File: src/rtl/vga_smi_ctrl.sv
module vga_smi_ctrl #(
  parameter int RES_W = 12
) (
  input  logic             clk,
  input  logic             rst_n,
  input  logic             acc_valid,
  input  logic             acc_write,
  input  logic [2:0]       acc_group,
  input  logic             acc_crtc_bad,
  input  logic             vga_vblank,
  input  logic             dc_vblank,
  input  logic             tgen_en,
  input  logic             scale_en,
  input  logic             frame_start,
  input  logic [RES_W-1:0] hres,
  input  logic [RES_W-1:0] vres,
  input  logic             reg_wr,
  input  logic [63:0]      reg_wdata,
  output logic [63:0]      reg_rdata,
  output logic             smi_sync,
  output logic             smi_async
);
  localparam int ST_LO = 32;
  localparam int ST_HI = 40;
  localparam int ST_N  = ST_HI - ST_LO + 1;
  localparam int MK_N  = 7;
  localparam int MK_LO = 10;
  localparam int RES_MK = 28;

  logic [ST_N-1:0]  st;
  logic [MK_N:0]    msk;
  logic             vga_vb_q, dc_vb_q;
  logic [RES_W-1:0] h_q, v_q;
  logic             res_seen, sync_q, res_q;

  logic rd, wr;
  assign rd = acc_valid & ~acc_write;
  assign wr = acc_valid &  acc_write;

  logic g_seq, g_crtc, g_gfx, g_attr, g_dac, g_misc, g_isr0, g_isr1;
  assign g_seq  = acc_group == 3'd0;
  assign g_crtc = acc_group == 3'd1;
  assign g_gfx  = acc_group == 3'd2;
  assign g_attr = acc_group == 3'd3;
  assign g_dac  = acc_group == 3'd4;
  assign g_misc = acc_group == 3'd5;
  assign g_isr0 = acc_group == 3'd6;
  assign g_isr1 = acc_group == 3'd7;

  logic [ST_N-1:0] st_set;
  assign st_set = {
    rd & g_seq,
    wr & g_seq,
    rd & g_crtc & ~acc_crtc_bad,
    wr & g_crtc & ~acc_crtc_bad,
    acc_valid & g_crtc & acc_crtc_bad,
    vga_vblank & ~vga_vb_q,
    rd & g_isr0,
    wr & g_misc,
    dc_vblank & ~dc_vb_q
  };

  logic [MK_N-1:0] mk_ev;
  assign mk_ev = {rd & g_isr1, rd & g_misc, rd & g_dac, wr & g_dac,
                  rd & g_attr, wr & g_attr, rd & g_gfx};

  logic sync_hit;
  assign sync_hit = (|st_set[8:4]) | (|st_set[2:1]) | (|(mk_ev & ~msk[MK_N-1:0]));

  logic res_diff, res_hit;
  assign res_diff = (hres != h_q) | (vres != v_q);
  assign res_hit  = frame_start & res_seen & tgen_en & scale_en & ~msk[MK_N] & res_diff;

  logic [ST_N-1:0] st_clr;
  assign st_clr = reg_wr ? reg_wdata[ST_HI:ST_LO] : '0;

  always_ff @(posedge clk) begin
    if (!rst_n) begin
      st       <= '0;
      msk      <= '0;
      vga_vb_q <= 1'b0;
      dc_vb_q  <= 1'b0;
      h_q      <= '0;
      v_q      <= '0;
      res_seen <= 1'b0;
      sync_q   <= 1'b0;
      res_q    <= 1'b0;
    end else begin
      st       <= (st & ~st_clr) | st_set;
      if (reg_wr)
        msk <= {reg_wdata[RES_MK], reg_wdata[MK_LO+MK_N-1:MK_LO]};
      vga_vb_q <= vga_vblank;
      dc_vb_q  <= dc_vblank;
      sync_q   <= sync_hit;
      res_q    <= res_hit;
      if (frame_start) begin
        h_q      <= hres;
        v_q      <= vres;
        res_seen <= 1'b1;
      end
    end
  end

  assign smi_sync  = sync_q;
  assign smi_async = st[3] | st[0] | res_q;
  assign reg_rdata = {23'd0, st, 3'd0, msk[MK_N], 11'd0, msk[MK_N-1:0], 10'd0};

  logic unused_wbits;
  assign unused_wbits = ^{reg_wdata[63:41], reg_wdata[31:29], reg_wdata[27:17], reg_wdata[9:0]};
endmodule

File: config.mk
export PLATFORM = sky130hd
export DESIGN_NAME = vga_smi_ctrl
export DESIGN_NICKNAME = d
export VERILOG_FILES = /design/src/rtl/vga_smi_ctrl.sv
export SDC_FILE = /design/constraint.sdc
export NUM_CORES = 1
export LEC_CHECK = 0
export BUFFER_PORTS_ARGS = -buffer_cell sky130_fd_sc_hd__buf_2
export CAP_MARGIN = 20
export CORE_MARGIN = 1.5
export CORE_UTILIZATION = 25
export DETAILED_ROUTE_END_ITERATION = 6
export PLACE_DENSITY_LB_ADDON = 0.12
export SYNTH_ARGS = -nofsm -noshare
export SYNTH_HDL_FRONTEND = slang
export SYNTH_SLANG_ARGS = --single-unit
File: constraint.sdc
create_clock -name clk -period 1.4 [get_ports clk]
set_clock_uncertainty 0.2 [all_clocks]
set_input_delay 0.14 -clock clk [delete_from_list [all_inputs] [get_ports clk]]
set_output_delay 0.14 -clock clk [all_outputs]
set_load 0.01 [all_outputs]
# Word-level counts from Yosys, hierarchy flattened
# Index checks and enable logic that the tools add are counted.
# totals
wordCells	64
register_bits	46
# op_classes
reduce_logical	4
muxes	1
eq_ne	9
bitwise_logic	41
# op_table
cell	n
bitwise AND 1 bit	26
!= test 12 bit	2
== test 3 bit (second input constant)	4
bitwise AND 9 bit	1
2-to-1 mux 9 bit	1
NOT 9 bit	1
OR 9 bit	1
bitwise AND 7 bit	1
NOT 7 bit	1
OR reduction 7 bit	1
== test 3 x 2 -> 1 bit (second input constant)	2
NOT 1 bit	5
OR 1 bit	5
OR reduction 5 bit	1
== test 3 x 1 -> 1 bit (second input constant)	1
zero test 3 bit	1
OR reduction 2 bit	1

# Depth between registers and ports, before layout
# depth
ltp_word	7
ltp_mapped	5
depth_no_buf	4

# Worst setup path before layout
# Ideal clock, no wire load.
# synth_path
kind	register to register
start	register msk[1]
end	register sync_q (netlist: smi_sync)
path_buffers	0
t_arrival_ns	0.942
setup_ns	0.129
setup_slack_ns	0.129
synth_period_minus_slack_ns	1.271
path_stages_with_launch	5
path_cell_list	dfxtp_1 o21ai_2 and3_2 o31ai_1 a31oi_1
# synth_via
elab_chain_cells	4
# synth_lines
item	line	rtl
start, declared	31	logic [MK_N:0] msk;
start signal, assigned	91	msk <= {reg_wdata[RES_MK], reg_wdata[MK_LO+MK_N-1:MK_LO]};
NOT 7 bit	68	assign sync_hit = (|st_set[8:4]) | (|st_set[2:1]) | (|(mk_ev & ~msk[MK_N-1:0]));
bitwise AND 7 bit	68	
OR reduction 7 bit	68	
OR 1 bit	68	
end signal, assigned	94	sync_q <= sync_hit;
end, declared	34	logic res_seen, sync_q, res_q;
# Every way passes these cells.
# A chain may end at the register's enable or synchronous reset.

# Final worst setup path
# layout_path
start	register st[3]
end	output smi_async
# layout_via
elab_chain_cells	2
# layout_lines
item	line	rtl
start, declared	30	logic [ST_N-1:0] st;
start signal, assigned	89	st <= (st & ~st_clr) | st_set;
OR 1 bit (2 in series)	105	assign smi_async = st[3] | st[0] | res_q;
end, declared	21	output logic smi_async
# Every way passes these cells.

==> results_dict.tcl <==
set metrics [dict create \
    synth_edf_count 0 \
    first_global_vias 1852 \
    violations "setup timing" \
    rows 35 \
    min_path_type "input pin to register" \
    cp_cell_sequence "or3_1, buf_2" \
    synthFlopType "dfxtp_1" \
    crit_type "register to output pin" \
    viasPerCell 3.872 \
    fmax_mhz 688.6 \
    drc 0 \
    p_comb_share_pct 20.6 \
    post-dp-hpwl_microns 3883 \
    clock_power_share_pct 30.0 \
    synth_area_sq_mm 0.002432 \
    clk_latency_ns 0.30 \
    area_growth_pct 37.29 \
    fin_nets 489 \
    core_area_sq_mm 0.009328 \
    cts_root_buf "clkbuf_8" \
    swShare_pct 27.52 \
    vias 2002 \
    async_flop_share_pct 0 \
    clockBufferDepth 2 \
    start_util_pct 26.08 \
    die_x_microns 101.6 \
    switchingPower_w 0.0007928 \
    cellLeakagePower_nw 1.564 \
    critical-path-max-stage-delay_ns 0.36 \
    wire_per_inst_microns 10.54 \
    intPower_w 0.002088 \
    seqPwrFrac_pct 49.4 \
    dr.pass1.iters 4 \
    ys_ff_latch 46 \
    fin_crit_sh_pct 103.7 \
    totalWireLength_microns 5449 \
    worstPathArrival_ns 1.11 \
    setup_viol 2 \
    crit_path_start_kind "register" \
    grt_max_degree 27 \
    yosys_warnings 0 \
    io_buffers 73 \
    peakVddDrop_uv 365.1 \
    grtUsageTotal_pct 10.67 \
    crit_family "simple AND/OR/NAND/NOR gates" \
    clkSinkCount 46 \
    post-route-util_pct 35.80 \
    power.total_w 0.002881 \
    grt_setup_unrepaired "true" \
    grt_pass1_wl_microns 8597 \
    gp_congestion 0.6602 \
    drt_iter0_drc 19 \
    drv_slew 0 \
    drive_gt1_share_pct 26.80 \
    cts_tree "done" \
    seq_area_frac_synth_pct 37.86 \
    cp_data_required_time_ns 1.06 \
    hold_viol 0 \
    path_max_fanout 2 \
    clk_pin_slew_worst_paths_ns 0.09 \
    slowest_stage "or3_1" \
    dpl.cell_count 463 \
    htreeDepth 2 \
    ys_types 32 \
    grt-ovfl-total 0 \
    die_h_microns 101.6 \
    numCtsBuffers 5 \
    antenna_cells 0 \
    cp-end-kind "output pin" \
    worst_slack_ns -0.05227 \
    die_area_sq_mm 0.01033 \
    antenna_found_initial 0 \
    period_needed_ns 1.452 \
    powerDensity_mw_per_mm2 862.7 \
    ant_nets 0 \
    syn_area_per_cell_sq_um 9.076 \
    io_pins 168 \
    instances_no_fill 517 \
    netlist_instances 268 \
    crit_buf_inv 1 \
    status "finished, violations left" \
    cap_violations 0 \
]
## flip-flops by register name (all words and copies together), names as in the netlist
register / cells
smi_sync: 1
dc_vb_q: 1
st: 9
msk: 8
vga_vb_q: 1
res_seen: 1
h_q: 12
res_q: 1
v_q: 12
## cell type report
class	count	area [sq um]
clock buffers	6	82.58
clock inverters	2	12.51
fillers	1018	5988
inverters	2	7.507
multi-input cells	207	1265
flip-flops and latches	46	929.6
well taps	129	161.4
repair buffers	125	880.8
## what timing repair did
| action | CTS | global route |
|---|---|---|
| gates cloned | 0 | 0 |
| hold endpoints to repair | 44 | 0 |
| setup buffers | 2 | 0 |
| hold buffers | 45 | 0 |
| pin swaps | 5 | 10 |
| resized for setup | 4 | 6 |
| setup endpoints to repair | 2 | 2 |
## cell usage in the layout (no fill, tap or decap), types with 3 or more instances in the layout
| cell | n |
|---|---|
| mux2i_1 | 34 |
| buf_2 | 73 |
| a21oi_1 | 6 |
| buf_4 | 6 |
| dlygate4sd3_1 | 45 |
| conb_1 | 47 |
| dfxtp_1 | 39 |
| a22oi_1 | 4 |
| nand4_1 | 6 |
| xnor2_1 | 22 |
| nand2_1 | 12 |
| dfxtp_2 | 7 |
| clkbuf_8 | 6 |
| and2_1 | 3 |
| nor2_1 | 49 |
## power groups by stage
| stage | clock network, W | registers [W] | logic [W] |
|---|---|---|---|
| floorplan | 0 | 0.00146 | 0.000410 |
| detailed placement | 0 | 0.00145 | 0.000488 |
| CTS | 0.000935 | 0.00142 | 0.000594 |
| global route | 0.000986 | 0.00143 | 0.000665 |
| finish | 0.000864 | 0.00142 | 0.000594 |
| global placement | 0 | 0.00145 | 0.000486 |
## path summary, 6_finish.rpt
kind | startpoint | end | slack (ns) | depth (start not counted)
worst min register to register | res_seen$_SDFFE_PN0P_ | res_q$_SDFF_PN0_ | 0.26 | 2
worst max-delay path | st[3]$_SDFF_PN0_ | smi_async | -0.05 | 2
worst max register to register | v_q[4]$_SDFFE_PN0P_ | res_q$_SDFF_PN0_ | -0.01 | 4
worst min-delay path | rst_n | st[2]$_SDFF_PN0_ | 0.03 | 3
## worst register-to-register path: stages (launching register included)
cell	delay [ns]
dfxtp_2	0.34
xnor2_1	0.13
nand4_1	0.15
nor4_2	0.35
a21oi_1	0.12
## routing by layer
metal,up-vias,share of wire [%],track usage [%]
li1,1026,-,-
met1,891,45,13.52
met2,80,46,17.44
met3,5,7.1,3.037
met4,0,0.97,3.526
met5,-,0,0
## synthesized netlist by cell type, types with 2 or more instances
| cell | number | area share (%) |
|---|---|---|
| nand4_1 | 6 | 1.5 |
| nor3_1 | 2 | 0.41 |
| and2_1 | 3 | 0.77 |
| a211oi_1 | 2 | 0.62 |
| buf_6 | 2 | 0.93 |
| a21oi_1 | 6 | 1.2 |
| nor2b_1 | 2 | 0.51 |
| clkbuf_1 | 4 | 0.62 |
| nor2_1 | 49 | 7.6 |
| nor3b_2 | 2 | 1.0 |
| nor4_1 | 2 | 0.51 |
| nand3_1 | 2 | 0.41 |
| buf_4 | 52 | 16 |
| dfxtp_1 | 46 | 38 |
| nand2_1 | 12 | 1.9 |
| xnor2_1 | 24 | 8.6 |
| a22oi_1 | 4 | 1.2 |
| mux2i_1 | 34 | 14 |
## per-stage QoR
stage                     cell area, sq um  hold slack [ns]  setup slack, ns  setup TNS (ns)
after CTS                             3319          0.03244         -0.07070        -0.09797
after detailed placement              2756           0.1596          -0.1352         -0.1352
final                                 3339          0.03406         -0.05227        -0.06388
after global routing                  3339          0.06504          -0.1090         -0.1921
after floorplan                       2605          0.06171           0.1286               0
after global placement                2756           0.1590          -0.1652         -0.1652
## kinds of logic (layout without fill, tap and decap cells)
family	count (synthesis)	count (layout)	synth area share, %
other	1	47	0.1542
AO/OA/AOI/OAI	16	16	4.218
flip-flops	46	46	37.86
AND/OR/NAND/NOR	86	86	17.03
XOR/XNOR	24	24	8.642
buffers and inverters	61	135	18.11
multiplexers	34	34	13.99
Note: power is estimated with default switching activity, not from simulation.
